### config.mk
export PLATFORM = sky130hd
export DESIGN_NAME = ddr2_init_seq
export DESIGN_NICKNAME = d
export VERILOG_FILES = /design/src/rtl/ddr2_init_pkg.sv /design/src/rtl/ddr2_wait_timer.sv /design/src/rtl/ddr2_refresh_timer.sv /design/src/rtl/ddr2_cmd_drive.sv /design/src/rtl/ddr2_init_seq.sv
export SDC_FILE = /design/constraint.sdc
export NUM_CORES = 1
export LEC_CHECK = 0
export BUFFER_PORTS_ARGS = -buffer_cell sky130_fd_sc_hd__buf_2
export CAP_MARGIN = 20
export CORE_UTILIZATION = 46
export CTS_BUF_LIST = sky130_fd_sc_hd__clkbuf_4 sky130_fd_sc_hd__clkbuf_8 sky130_fd_sc_hd__clkbuf_16
export CTS_CLUSTER_SIZE = 40
export DETAILED_ROUTE_END_ITERATION = 10
export PLACE_DENSITY = 0.69
export SLEW_MARGIN = 5
export SYNTH_ARGS = -nofsm -noshare
export SYNTH_HDL_FRONTEND = slang
export SYNTH_SLANG_ARGS = --single-unit
### constraint.sdc
create_clock -name clk -period 10.4 [get_ports clk]
set_input_delay 2.08 -clock clk [delete_from_list [all_inputs] [get_ports clk]]
set_output_delay 2.08 -clock clk [all_outputs]
set_load 0.02 [all_outputs]
### src/rtl/ddr2_init_pkg.sv
package ddr2_init_pkg;

    // Command codes on {cs_n, ras_n, cas_n, we_n}
    typedef enum logic [3:0] {
        CMD_MRS = 4'b0000,
        CMD_REF = 4'b0001,
        CMD_PRE = 4'b0010,
        CMD_NOP = 4'b0111
    } cmd_e;

    typedef enum logic [2:0] {
        ST_IDLE,
        ST_PWR,
        ST_CKE,
        ST_CMD,
        ST_GAP,
        ST_DONE
    } state_e;

    // Which configured spacing follows a command
    typedef enum logic [1:0] {
        GAP_MRD,
        GAP_RP,
        GAP_RFC
    } gap_e;

    typedef struct packed {
        cmd_e       cmd;
        logic [2:0] bank;
        logic       dll_rst;
        logic       a10;
        gap_e       gap;
    } step_t;

    localparam int N_STEPS = 9;

    function automatic step_t mk_step(cmd_e c, logic [2:0] b, logic d, logic a, gap_e g);
        step_t s;
        s.cmd     = c;
        s.bank    = b;
        s.dll_rst = d;
        s.a10     = a;
        s.gap     = g;
        return s;
    endfunction

    // Fixed bring-up order
    function automatic step_t step_of(logic [3:0] idx);
        case (idx)
            4'd0:    return mk_step(CMD_PRE, 3'd0, 1'b0, 1'b1, GAP_RP);
            4'd1:    return mk_step(CMD_MRS, 3'd2, 1'b0, 1'b0, GAP_MRD);
            4'd2:    return mk_step(CMD_MRS, 3'd3, 1'b0, 1'b0, GAP_MRD);
            4'd3:    return mk_step(CMD_MRS, 3'd1, 1'b0, 1'b0, GAP_MRD);
            4'd4:    return mk_step(CMD_MRS, 3'd0, 1'b1, 1'b0, GAP_MRD);
            4'd5:    return mk_step(CMD_PRE, 3'd0, 1'b0, 1'b1, GAP_RP);
            4'd6:    return mk_step(CMD_REF, 3'd0, 1'b0, 1'b0, GAP_RFC);
            4'd7:    return mk_step(CMD_REF, 3'd0, 1'b0, 1'b0, GAP_RFC);
            4'd8:    return mk_step(CMD_MRS, 3'd0, 1'b0, 1'b0, GAP_MRD);
            default: return mk_step(CMD_NOP, 3'd0, 1'b0, 1'b0, GAP_MRD);
        endcase
    endfunction

    // Nanoseconds to whole clock cycles, rounded up, at least 1
    function automatic int unsigned ns_to_cyc(int unsigned ns, int unsigned clk_ps);
        longint unsigned r;
        r = (longint'(ns) * 1000 + longint'(clk_ps) - 1) / longint'(clk_ps);
        if (r == 0) r = 1;
        return int'(r);
    endfunction

endpackage

### src/rtl/ddr2_wait_timer.sv
module ddr2_wait_timer #(
    parameter int W = 16
) (
    input  logic         clk,
    input  logic         rst,
    input  logic         load,
    input  logic [W-1:0] val,
    output logic         zero
);
    logic [W-1:0] cnt;

    always_ff @(posedge clk) begin
        if (rst)
            cnt <= '0;
        else if (load)
            cnt <= val;
        else if (cnt != '0)
            cnt <= cnt - W'(1);
    end

    assign zero = (cnt == '0);
endmodule

### src/rtl/ddr2_refresh_timer.sv
module ddr2_refresh_timer #(
    parameter int W = 16
) (
    input  logic         clk,
    input  logic         rst,
    input  logic         en,
    input  logic [W-1:0] interval,
    output logic         pulse
);
    logic [W-1:0] lim;
    logic [W-1:0] cnt;
    logic         wrap;

    assign lim  = (interval == '0) ? W'(1) : interval;
    assign wrap = (cnt >= lim - W'(1));

    always_ff @(posedge clk) begin
        if (rst || !en)
            cnt <= '0;
        else if (wrap)
            cnt <= '0;
        else
            cnt <= cnt + W'(1);
    end

    assign pulse = en && wrap;


    refresh_single_chk: assert property (@(posedge clk) disable iff (rst)
        (pulse && lim > W'(1) && $stable(interval)) |=> !pulse);
endmodule

### src/rtl/ddr2_cmd_drive.sv
module ddr2_cmd_drive
    import ddr2_init_pkg::*;
#(
    parameter int BA_W = 3,
    parameter int A_W  = 14
) (
    input  state_e            state,
    input  cmd_e              step_cmd,
    input  logic [2:0]        step_bank,
    input  logic              step_dll,
    input  logic              step_a10,
    input  logic [2:0]        cas_lat,
    output logic              cke,
    output cmd_e              cmd,
    output logic [BA_W-1:0]   ba,
    output logic [A_W-1:0]    addr
);
    always_comb begin
        cke  = (state != ST_IDLE) && (state != ST_PWR);
        cmd  = CMD_NOP;
        ba   = '0;
        addr = '0;
        if (state == ST_CMD) begin
            cmd = step_cmd;
            ba  = BA_W'(step_bank);
            if (step_a10)
                addr[10] = 1'b1;
            if (step_cmd == CMD_MRS && step_bank == 3'd0) begin
                addr[2:0] = 3'b010;
                addr[6:4] = cas_lat;
                addr[8]   = step_dll;
            end
        end
    end
endmodule

### src/rtl/ddr2_init_seq.sv
module ddr2_init_seq
    import ddr2_init_pkg::*;
#(
    parameter int unsigned CLK_PS   = 7500,
    parameter int unsigned PWRUP_NS = 200000,
    parameter int unsigned CKE_NS   = 400,
    parameter int          T_W      = 8,
    parameter int          RI_W     = 16,
    parameter int          BA_W     = 3,
    parameter int          A_W      = 14
) (
    input  logic              clk,
    input  logic              rst,
    input  logic              start,
    input  logic [2:0]        cas_lat,
    input  logic [T_W-1:0]    t_mrd,
    input  logic [T_W-1:0]    t_rp,
    input  logic [T_W-1:0]    t_rfc,
    input  logic [RI_W-1:0]   ref_interval,
    output logic              cke,
    output logic              cs_n,
    output logic              ras_n,
    output logic              cas_n,
    output logic              we_n,
    output logic [BA_W-1:0]   ba,
    output logic [A_W-1:0]    addr,
    output logic              init_done,
    output logic              refresh_req
);
    localparam int unsigned PWR_CYC = ns_to_cyc(PWRUP_NS, CLK_PS);
    localparam int unsigned CKE_CYC = ns_to_cyc(CKE_NS, CLK_PS);
    localparam int unsigned BIG_CYC = (PWR_CYC > CKE_CYC) ? PWR_CYC : CKE_CYC;
    localparam int          LONG_W  = $clog2(BIG_CYC + 1);
    localparam int          CNT_W   = (LONG_W > T_W) ? LONG_W : T_W;

    state_e             state, state_nx;
    logic [3:0]         step_q, step_nx;
    step_t              cur;
    logic               last_step;
    logic [T_W-1:0]     gap_raw, gap_eff;
    logic               tmr_load, tmr_zero;
    logic [CNT_W-1:0]   tmr_val;
    cmd_e               cmd_w;

    assign cur       = step_of(step_q);
    assign last_step = (step_q == 4'(N_STEPS - 1));

    always_comb begin
        case (cur.gap)
            GAP_RP:  gap_raw = t_rp;
            GAP_RFC: gap_raw = t_rfc;
            default: gap_raw = t_mrd;
        endcase
        gap_eff = (gap_raw == '0) ? T_W'(1) : gap_raw;
    end

    always_comb begin
        state_nx = state;
        step_nx  = step_q;
        tmr_load = 1'b0;
        tmr_val  = '0;
        case (state)
            ST_IDLE: if (start) begin
                state_nx = ST_PWR;
                tmr_load = 1'b1;
                tmr_val  = CNT_W'(PWR_CYC - 1);
            end
            ST_PWR: if (tmr_zero) begin
                state_nx = ST_CKE;
                tmr_load = 1'b1;
                tmr_val  = CNT_W'(CKE_CYC - 1);
            end
            ST_CKE: if (tmr_zero) begin
                state_nx = ST_CMD;
                step_nx  = '0;
            end
            ST_CMD: begin
                if (gap_eff == T_W'(1)) begin
                    if (last_step) state_nx = ST_DONE;
                    else           step_nx  = step_q + 4'd1;
                end else begin
                    state_nx = ST_GAP;
                    tmr_load = 1'b1;
                    tmr_val  = CNT_W'(gap_eff - T_W'(2));
                end
            end
            ST_GAP: if (tmr_zero) begin
                if (last_step) begin
                    state_nx = ST_DONE;
                end else begin
                    state_nx = ST_CMD;
                    step_nx  = step_q + 4'd1;
                end
            end
            default: state_nx = ST_DONE;
        endcase
    end

    always_ff @(posedge clk) begin
        if (rst) begin
            state  <= ST_IDLE;
            step_q <= '0;
        end else begin
            state  <= state_nx;
            step_q <= step_nx;
        end
    end

    ddr2_wait_timer #(.W(CNT_W)) u_wait (
        .clk  (clk),
        .rst  (rst),
        .load (tmr_load),
        .val  (tmr_val),
        .zero (tmr_zero)
    );

    ddr2_cmd_drive #(.BA_W(BA_W), .A_W(A_W)) u_drive (
        .state     (state),
        .step_cmd  (cur.cmd),
        .step_bank (cur.bank),
        .step_dll  (cur.dll_rst),
        .step_a10  (cur.a10),
        .cas_lat   (cas_lat),
        .cke       (cke),
        .cmd       (cmd_w),
        .ba        (ba),
        .addr      (addr)
    );

    assign {cs_n, ras_n, cas_n, we_n} = cmd_w;
    assign init_done = (state == ST_DONE);

    ddr2_refresh_timer #(.W(RI_W)) u_refresh (
        .clk      (clk),
        .rst      (rst),
        .en       (init_done),
        .interval (ref_interval),
        .pulse    (refresh_req)
    );


    done_sticky_chk: assert property (@(posedge clk) disable iff (rst)
        init_done |=> init_done);


    refresh_gated_chk: assert property (@(posedge clk) disable iff (rst)
        refresh_req |-> init_done);


    cmd_needs_cke_chk: assert property (@(posedge clk) disable iff (rst)
        ({cs_n, ras_n, cas_n, we_n} != 4'b0111) |-> cke);


    gap_nop_chk: assert property (@(posedge clk) disable iff (rst)
        (state == ST_CMD && gap_eff > T_W'(1)) |=> ({cs_n, ras_n, cas_n, we_n} == 4'b0111));


    precharge_a10_chk: assert property (@(posedge clk) disable iff (rst)
        ({cs_n, ras_n, cas_n, we_n} == 4'b0010) |-> (addr[10] && ba == '0));


    cke_rise_chk: assert property (@(posedge clk) disable iff (rst)
        (state == ST_PWR && !tmr_zero) |=> !cke);
endmodule

==> results by group, run 1 <==
Drt
  – Iter 0 DRT Violations: 101
  – Antenna Nets Post-Route: 0
  – Via density per instance: 5.32
  – Drt first pass iters: 4
  – Total routed wirelength: ~6900 um
  – WL per Instance: ~12 um
  – Via count: a little under 3k
  – DR DRC count: 0

Critical path
  – CP max stage cell: nor4_2
  – Critical Path AT: roughly 6.3 ns
  – Worst R2R Setup Slack: 6.50 ns
  – Critical path's largest stage delay: ~0.5 ns
  – CP Max Fanout: 7
  – CP Class: in2out
  – Worst Path Required: 8.32 ns
  – R2R Path End: u_wait.cnt[2]
  – Worst r2r path cells: 9
  – Critical R2R Launch: cur[1]
  – CP Cell Sequence: buf_2 -> or3_1 -> or3_1 -> or3_1 -> or3_1 -> nor4_2 -> a21oi_1 -> ha_1 -> ha_1 -> a21o_1 -> a21o_1 -> a21o_1 -> a21o_1 -> a21oi_1 -> nor2_1 -> o21a_1 -> buf_2
  – Crit. End Element: output pin
  – Startpoint types: primary input

Timing
  – FMAX: between 100 and 150 MHz
  – Hold Vio Cnt, Final: 0
  – Setup-failing EPs final: 0
  – Slew Limit Fails: 0
  – Fin Hold WS: 0.490 ns
  – Unrepaired setup endpoints after global routing: no
  – Slew margin rel.: 0.324
  – Clk_skew: around 0.0063 ns
  – Period utilization: 0.802
  – Setup_tns: 0 ns
  – Crit path time final: about 8.3 ns
  – Least-Margin Pin Slew: between 1 and 1.5 ns
  – Final worst slack: about 2.1 ns

Yosys
  – Synth Warn #: 0
  – Most frequent cells after synthesis: nor2_1 (50), dfxtp_1 (46), ha_1 (26)
  – Top cell type's share of synthesized area: 0.276
  – Avg Cell Area, Syn: about 8 um2
  – Post-synthesis sequential area ratio: 0.276
  – Most frequent cell after synthesis: nor2_1
  – Post-synth ARST share: 0
  – Synth Instances: slightly above 400
  – #FFs+latches synth: 46
  – Post-Syn Area: between 3000 and 4000 um2
  – Post-synth top area cell: dfxtp_1
  – Post-synthesis cell type count: 57
  – Predominant post-synthesis flop cell: dfxtp_1
  – EDFF count, synth: 0
  – Synth top area cells: dfxtp_1 (28%), ha_1 (9.8%), xnor2_1 (5.8%)

Floorplanning
  – Core Region: between 6000 and 7000 um2
  – Die area: between 7000 and 8000 um2
  – Die Wd: ~87 um
  – Num rows: 30
  – Boundary Pins: 70
  – DIE HEIGHT: between 80 and 90 um
  – Initial Util: 0.483

Power
  – Power Total: around 0.66 mW
  – Power Density: 175 nW/um2
  – Leak: around 1.6 nW
  – Worst vdd ir: 0.0923 mV

Final layout
  – Area taken by multi-input logic gates: 2240 um2
  – Nets: about 530
  – Utilization after layout: 0.545
  – Share of cells above drive strength 1: 0.190
  – Filler Cell Count: roughly 660
  – Area grow syn2layout: 12.8%
  – Non-Filler Instances: ~560
  – N_diodes: 0
  – Fin area: 3760 um2
  – Reg area: 921 um2

GRT
  – GRT overflow: 0
  – Largest net degree at the start of global routing: 21
  – First-pass GRT wire length: roughly 11000 um
  – Number of global-route vias before repair: approximately 2.6k
  – Initial antenna violation count: 0
  – All-Layer GR Usage: 0.186

Clock tree
  – H-tree depth: 2
  – Worst-Skew Late Latency: slightly below 0.3 ns
  – CTS resizes: 0
  – Clk sink count: 46
  – Cts hold-fix bufs: 0
  – Post-CTS Repair Setup Buffers: 0
  – Clk slew on worst S/H paths: approximately 0.080 ns
  – Root buffer cell: clkbuf_8
  – CTS tree: built
  – Num CTS Buffers: 5
  – CTS Buffer Depth: 2

Flow run
  – MaxCap Viol Count: 0

Placement
  – Port-buffer cells: 59
  – Dpl cell area: roughly 3600 um2
  – HPWL after DPL: 5430 um
  – Worst slack, placed: 2.07 ns
  – Cells after DPL: 550
  – Gp weighted congestion: between 0.8 and 0.9

Min path
  – Hold Crit Start: u_refresh.cnt[0]
  – WHS Path Cells: 1
  – Hold Crit Class: reg2reg
  – Hold path endpoint: u_refresh.cnt[0]

Outcome
  – Status: complete, no violations
## final cells by class
| class | instances | share of cell area |
|---|---|---|
| Inverter | 16 | 0.0166 |
| Sequential cell | 46 | 0.245 |
| Clock buffer | 7 | 0.0223 |
| Multi-Input combinational cell | 333 | 0.596 |
| Timing Repair Buffer | 60 | 0.0805 |
| Clock inverter | 1 | 0.00798 |
| Tap cell | 96 | 0.0319 |
## placed cells by master, fill, tap and decap left out, types with 8 or more instances in the layout
cell type  netlist  routed
a21o_1           9       9
a221oi_1         8       8
conb_1           1      10
nor3_1          16      16
or2_2           10      10
nand3_1         13      13
and3_1          10      10
ha_1            26      26
nor2b_1         12      12
inv_1           15      15
dfxtp_1         46      46
nor2_1          50      50
nand2_1         21      21
xor2_1          17      17
buf_2            3      59
xnor2_1         22      22
a21oi_1         25      25
## logic make-up (layout without fill, tap and decap cells)
logic type / after synthesis / count (layout) / synth area share
xor gates and xnor gates: 39 / 39 / 0.102
AOI/OAI and AO/OA: 82 / 82 / 0.171
DFF: 46 / 46 / 0.276
adders and majority gates: 26 / 26 / 0.0976
other: 1 / 10 / 0.00112
muxes: 5 / 5 / 0.0150
and+or+nand+nor: 171 / 171 / 0.275
buffers and inverters: 41 / 84 / 0.0615
## flip-flops by register name, summed over array words and instances, names as in the netlist
signal         flops
cur                8
state              3
u_wait.cnt        15
step_q             4
u_refresh.cnt     16
## power breakdown
| group | internal (mW) | leakage (nW) | switching, mW |
|---|---|---|---|
| clock network | 0.0772 | 0.0593 | 0.0567 |
| registers | 0.206 | 0.374 | 0.0354 |
| logic | 0.121 | 1.21 | 0.162 |
| total | 0.405 | 1.64 | 0.254 |
## routing by layer
metal,up-vias,wire length (um),global-route usage
met1,1402,3360,0.251
met4,0,33,0.0358
met2,36,3290,0.312
li1,1534,-,-
met3,2,207,0.0313
met5,-,0,0
## worst max-delay path by stage
| stage | from | slack, ns | end |
|---|---|---|---|
| floorplan | ref_interval[5] | 2.62 | refresh_req |
| global placement | ref_interval[5] | 2.18 | refresh_req |
| detailed placement | ref_interval[5] | 2.07 | refresh_req |
| CTS | ref_interval[5] | 2.04 | refresh_req |
| global route | ref_interval[5] | 1.77 | refresh_req |
| finish | ref_interval[5] | 2.06 | refresh_req |
## critical path, delay by kind of cell
kind / cells / cell delay [ns]
buffers and inverters: 2 / 0.27
adder cells (fa/ha/maj): 2 / 0.60
AO/OA/AOI/OAI: 7 / 1.24
AND/OR/NAND/NOR: 6 / 2.07
Note: power is estimated with default switching activity, not from simulation.
==> inputs of run 2 (changes only) <==
clock period = 8.56 ns   (was 10.4 ns; I/O delays follow)
==> run 2 against run 1 <==
Compared with the run above: count of clock-buffer cells in the layout is the same; utilization grew 0.18 points; via count fell by 2.1%; routed wire length decreased by 0.87%; setup slack worse by 0.78 ns; clock skew down 0.0013 ns; largest cell class unchanged.
==> results by group, run 2 (synthesis gave the netlist of run 1 again) <==
Placement
  – Gp weighted congestion: 0.823 (was 0.825)
  – Port-buffer cells: 59 (unchanged)
  – Cells after DPL: 551 (was 550)
  – Worst slack, placed: 1.28 ns (was 2.07 ns)
  – HPWL after DPL: 5410 um (was 5430 um)

Floorplanning
  – Initial Util: 0.483 (unchanged)
  – Die Wd: 87.1 um (unchanged)
  – Num rows: 30 (unchanged)
  – Core Region: 6910 um2 (unchanged)
  – Die area: 7590 um2 (unchanged)
  – Boundary Pins: 70 (unchanged)
  – DIE HEIGHT: 87.1 um (unchanged)

Min path
  – Hold Crit Class: reg2reg (unchanged)

Timing
  – Setup-failing EPs final: 0 (unchanged)
  – Least-Margin Pin Slew: 0.825 ns (was 1.01 ns)
  – Final worst slack: 1.28 ns (was 2.06 ns)
  – Setup_tns: 0 ns (unchanged)
  – Slew Limit Fails: 0 (unchanged)
  – Unrepaired setup endpoints after global routing: no (unchanged)
  – Slew margin rel.: 0.448 (was 0.324)
  – Clk_skew: 0.00495 ns (was 0.00628 ns)
  – Hold Vio Cnt, Final: 0 (unchanged)
  – Period utilization: 0.850
  – Crit path time final: about 7.3 ns
  – FMAX: between 100 and 150 MHz

Clock tree
  – Clk slew on worst S/H paths: 0.08 ns (about the same)
  – CTS Buffer Depth: 2 (unchanged)
  – H-tree depth: 2 (unchanged)
  – Clk sink count: 46 (unchanged)
  – Num CTS Buffers: 5 (unchanged)
  – Root buffer cell: clkbuf_8 (unchanged)
  – Cts hold-fix bufs: 0 (unchanged)
  – CTS resizes: 0 (unchanged)
  – Post-CTS Repair Setup Buffers: 0 (unchanged)
  – Worst-Skew Late Latency: 0.30 ns (was 0.29 ns)
  – CTS tree: built (unchanged)

Final layout
  – Commonest non-fill, non-tap cell in the layout: buf_2 (unchanged)
  – Share of cells above drive strength 1: 0.194 (was 0.190)
  – Nets: 536 (was 534)
  – Max reg flops: 16 (unchanged)
  – Filler Cell Count: 681 (was 664)
  – Non-Filler Instances: 561 (was 559)
  – N_diodes: 0 (unchanged)
  – Reg area: 921 um2 (unchanged)
  – Area taken by multi-input logic gates: 2240 um2 (unchanged)
  – Most frequent cells in the layout: buf_2 (59), nor2_1 (50), dfxtp_1 (46), ha_1 (26), a21oi_1 (25) (unchanged)
  – Top reg by flops: u_refresh.cnt (unchanged)
  – Area grow syn2layout: 13.2% (was 12.8%)

Critical path
  – Worst Path Required: 6.85 ns (was 8.32 ns)
  – Critical Path AT: 5.56 ns (was 6.26 ns)
  – CP Max Fanout: 7 (unchanged)
  – Crit. End Element: output pin (unchanged)
  – CP Class: in2out (unchanged)
  – Startpoint types: primary input (unchanged)

Drt
  – DR DRC count: 0 (unchanged)
  – WL per Instance: 12.2 um (was 12.3 um)
  – Iter 0 DRT Violations: 120 (was 101)
  – Antenna Nets Post-Route: 0 (unchanged)
  – Total routed wirelength: 6830 um (was 6890 um)
  – Drt first pass iters: 4 (unchanged)
  – Via count: 2911 (was 2974)
  – Via density per instance: 5.19 (was 5.32)

GRT
  – GRT overflow: 0 (unchanged)
  – Initial antenna violation count: 0 (unchanged)
  – All-Layer GR Usage: 0.194 (was 0.186)
  – Largest net degree at the start of global routing: 21 (unchanged)
  – Number of global-route vias before repair: 2645 (was 2591)
  – First-pass GRT wire length: 11900 um (was 11300 um)

Power
  – Leak: 1.65 nW (was 1.64 nW)
  – Power Density: 212 nW/um2 (was 175 nW/um2)
  – Worst vdd ir: 0.110 mV (was 0.0923 mV)

Flow run
  – MaxCap Viol Count: 0 (unchanged)

Outcome
  – Status: complete, no violations (unchanged)
## run 2: changes by cell type in the layout (fill, tap and decap cells not counted), sizes merged
| cell | delta |
|---|---|
| buf | +1 |
| clkbuf | +1 |
## run 2: area by class of cell
| type | instances | share of cell area |
|---|---|---|
| clock inverters | 1 | 0.00795 |
| inverters | 16 | 0.0166 |
| clock buffers | 7 | 0.0222 |
| repair buffers | 62 | 0.0835 |
| flip-flops and latches | 46 | 0.244 |
| well taps | 96 | 0.0318 |
| multi-input cells | 333 | 0.594 |
## run 2: where the power goes
part	internal (mW)	switching, mW
logic	0.147	0.197
registers	0.250	0.0430
clock network	0.0937	0.0687
total	0.491	0.309
## run 2: worst max-delay path, cell delays in order
cell	delay (ns)
buf_2	0.12
or3_1	0.39
or3_1	0.35
or3_1	0.35
or3_1	0.39
nor4_2	0.16
buf_4	0.19
a21oi_1	0.09
ha_1	0.29
ha_1	0.28
a21o_1	0.15
a21o_1	0.16
a21o_1	0.17
a21o_1	0.18
a21oi_1	0.18
nor2_1	0.07
o21a_1	0.18
buf_2	0.15
## run 2: stage by stage
stage	hold WS (ns)	util	cell area (um2)	power, mW
final	0.487	0.547	3770	0.800
after global routing	0.538	0.547	3770	0.864
after CTS	0.492	0.545	3760	0.803
after detailed placement	0.472	0.528	3650	0.636
after global placement	0.475	0.528	3650	0.630
after floorplan	0.441	-	3370	0.572
## run 2: metal layers
| metal | vias up | global-route usage | wire length [um] |
|---|---|---|---|
| met5 | - | 0 | 0 |
| met4 | 0 | 0.0447 | 68 |
| met3 | 7 | 0.0284 | 146 |
| met2 | 28 | 0.318 | 3190 |
| met1 | 1331 | 0.269 | 3430 |
| li1 | 1545 | - | - |
## run 2: worst paths after layout
check	startpoint	endpoint	slack [ns]	cells past startpoint
max	ref_interval[5]	refresh_req	1.28	18
min	u_refresh.cnt[0]	u_refresh.cnt[0]	0.49	1
max reg2reg	u_wait.cnt[0]	cur[8]	5.19	13
min reg2reg	u_refresh.cnt[0]	u_refresh.cnt[0]	0.49	1
==> inputs of run 3 (changes only) <==
clock period = 7.5 ns   (was 8.56 ns; I/O delays follow)
==> run 3 against run 2 <==
Compared with the run above: final area is the same; first-iteration DRC count shrank 6.7%; critical path depth shrank 1; count of clock-buffer cells in the layout is the same; register-to-register slack lost 1.1 ns; via count grew 2.0%; combinational power grew 14%; sequential power grew 15%; power grew 14%; non-clock buffer count is the same; largest cell class unchanged.
==> results by group, run 3 (synthesis gave the netlist of run 1 again) <==
Timing
  – Setup-failing EPs final: 0 (unchanged)
  – Setup_tns: 0 ns (unchanged)
  – Crit path time final: a little under 7 ns
  – Final worst slack: 0.652 ns (was 1.28 ns)
  – Fin Hold WS: 0.500 ns (was 0.487 ns)
  – Hold Vio Cnt, Final: 0 (unchanged)
  – Slew margin rel.: 0.413 (was 0.448)
  – Unrepaired setup endpoints after global routing: no (unchanged)
  – FMAX: ~150 MHz
  – Slew Limit Fails: 0 (unchanged)
  – Least-Margin Pin Slew: 0.878 ns (was 0.825 ns)
  – Period utilization: 0.913
  – Clk_skew: 0.00456 ns (was 0.00495 ns)

Final layout
  – N_diodes: 0 (unchanged)
  – Reg area: 921 um2 (unchanged)
  – Commonest non-fill, non-tap cell in the layout: buf_2 (unchanged)
  – Nets: 536 (unchanged)
  – Most frequent cells in the layout: buf_2 (59), nor2_1 (50), dfxtp_1 (46), ha_1 (26), a21oi_1 (25) (unchanged)
  – Max reg flops: 16 (unchanged)
  – Share of cells above drive strength 1: 0.194 (unchanged)
  – Filler Cell Count: 715 (was 681)
  – Utilization after layout: 0.547 (unchanged)
  – Top reg by flops: u_refresh.cnt (unchanged)
  – Area grow syn2layout: 13.2% (unchanged)
  – Area taken by multi-input logic gates: 2240 um2 (unchanged)

Critical path
  – Buf+Inv Stages, Crit Path: 2 (was 3)
  – CP max stage cell: or3_1 (unchanged)
  – Startpoint types: primary input (unchanged)
  – Worst r2r path cells: 14 (was 13)
  – CP top delay family: simple AND/OR/NAND/NOR gates (unchanged)
  – Worst R2R Setup Slack: 4.07 ns (was 5.19 ns)
  – CP Cell Sequence: buf_2 -> or3_1 -> or3_1 -> or3_1 -> or3_1 -> nor4_2 -> a21oi_1 -> ha_1 -> ha_1 -> a21o_1 -> a21o_1 -> a21o_1 -> a21o_1 -> a21oi_1 -> nor2_1 -> o21a_1 -> buf_2 (was buf_2 -> or3_1 -> or3_1 -> or3_1 -> or3_1 -> nor4_2 -> buf_4 -> a21oi_1 -> ha_1 -> ha_1 -> a21o_1 -> a21o_1 -> a21o_1 -> a21o_1 -> a21oi_1 -> nor2_1 -> o21a_1 -> buf_2)
  – Critical R2R Launch: cur[1] (was u_wait.cnt[0])
  – CP Max Fanout: 4 (was 7)
  – Worst Path Required: 6.00 ns (was 6.85 ns)
  – Critical Path AT: 5.35 ns (was 5.56 ns)
  – Crit. End Element: output pin (unchanged)
  – Critical path's largest stage delay: 0.39 ns (about the same)
  – CP Class: in2out (unchanged)
  – R2R Path End: cur[8] (unchanged)

Clock tree
  – CTS tree: built (unchanged)
  – Worst-Skew Late Latency: 0.29 ns (was 0.30 ns)
  – H-tree depth: 2 (unchanged)
  – Num CTS Buffers: 5 (unchanged)
  – Cts hold-fix bufs: 0 (unchanged)
  – Root buffer cell: clkbuf_8 (unchanged)
  – CTS Buffer Depth: 2 (unchanged)
  – Clk slew on worst S/H paths: 0.08 ns (about the same)
  – Post-CTS Repair Setup Buffers: 0 (unchanged)
  – CTS resizes: 0 (unchanged)
  – Clk sink count: 46 (unchanged)

Outcome
  – Status: complete, no violations (unchanged)

Placement
  – HPWL after DPL: 5500 um (was 5410 um)
  – Gp weighted congestion: 0.835 (was 0.823)
  – Port-buffer cells: 59 (unchanged)
  – Worst slack, placed: 0.646 ns (was 1.28 ns)

Power
  – Power Density: 242 nW/um2 (was 212 nW/um2)
  – Worst vdd ir: 0.131 mV (was 0.110 mV)
  – Power Total: 0.914 mW (was 0.800 mW)
  – Leak: 1.65 nW (unchanged)

Drt
  – Total routed wirelength: 6850 um (was 6830 um)
  – Via density per instance: 5.29 (was 5.19)
  – Iter 0 DRT Violations: 112 (was 120)
  – WL per Instance: 12.2 um (about the same)
  – Via count: 2968 (was 2911)
  – Drt first pass iters: 5 (was 4)
  – DR DRC count: 0 (unchanged)
  – Antenna Nets Post-Route: 0 (unchanged)

Min path
  – Hold Crit Start: u_refresh.cnt[0] (unchanged)
  – WHS Path Cells: 1 (unchanged)
  – Hold Crit Class: reg2reg (unchanged)
  – Hold path endpoint: u_refresh.cnt[0] (unchanged)

Floorplanning
  – Num rows: 30 (unchanged)
  – Die area: 7590 um2 (unchanged)
  – DIE HEIGHT: 87.1 um (unchanged)
  – Die Wd: 87.1 um (unchanged)
  – Boundary Pins: 70 (unchanged)
  – Core Region: 6910 um2 (unchanged)
  – Initial Util: 0.483 (unchanged)

GRT
  – Number of global-route vias before repair: 2667 (was 2645)
  – Largest net degree at the start of global routing: 21 (unchanged)
  – All-Layer GR Usage: 0.187 (was 0.194)
  – GRT overflow: 0 (unchanged)
  – First-pass GRT wire length: 11600 um (was 11900 um)
  – Initial antenna violation count: 0 (unchanged)

Flow run
  – MaxCap Viol Count: 0 (unchanged)
-- run 3: cell counts in the layout (fill, tap and decap cells not counted) --
No cell type changed its count.
-- run 3: where the power goes --
group | internal [mW] | switching [mW]
combinational | 0.169 | 0.224
sequential | 0.286 | 0.0499
clock | 0.107 | 0.0779
total | 0.561 | 0.352
-- run 3: layout make-up --
class / count / share of cell area
Multi-Input combinational cell: 333 / 0.594
Clock inverter: 1 / 0.00795
Inverter: 16 / 0.0166
Sequential cell: 46 / 0.244
Timing Repair Buffer: 62 / 0.0835
Clock buffer: 7 / 0.0222
Tap cell: 96 / 0.0318
-- run 3: worst max-delay path by stage --
stage	start	end	slack (ns)	cells after the start
after floorplan	ref_interval[5]	refresh_req	0.88	15
after global placement	ref_interval[5]	refresh_req	0.71	17
after detailed placement	ref_interval[5]	refresh_req	0.65	17
after CTS	ref_interval[5]	refresh_req	0.63	17
after global routing	ref_interval[5]	refresh_req	0.42	17
final	ref_interval[5]	refresh_req	0.65	17
-- run 3: stage by stage --
stage,cell area (um2),cells
2_1_floorplan,3370,420
3_3_place_gp,3650,551
3_5_place_dp,3650,551
4_1_cts,3760,559
5_1_grt,3770,561
6_report,3770,561
-- run 3: worst register-to-register path, cell delays in order, from the launching register on --
cell and delay, ns:
dfxtp_1 0.35, inv_1 0.05, ha_1 0.45, a221oi_1 0.38
o22ai_1 0.16, nor4_1 0.44, clkbuf_2 0.25, a32o_2 0.24
mux2i_1 0.09, a21o_1 0.20, nor2_1 0.12, inv_1 0.09
ha_1 0.21, mux2i_1 0.19, mux2i_1 0.10
-- run 3: routing by layer --
layer / routed length [um] / track usage / vias to the layer above / part of all wire
li1: - / - / 1543 / -
met1: 3320 / 0.258 / 1379 / 0.48
met2: 3260 / 0.306 / 44 / 0.48
met3: 246 / 0.0294 / 2 / 0.036
met4: 19 / 0.0417 / 0 / 0.0028
met5: 0 / 0 / - / 0
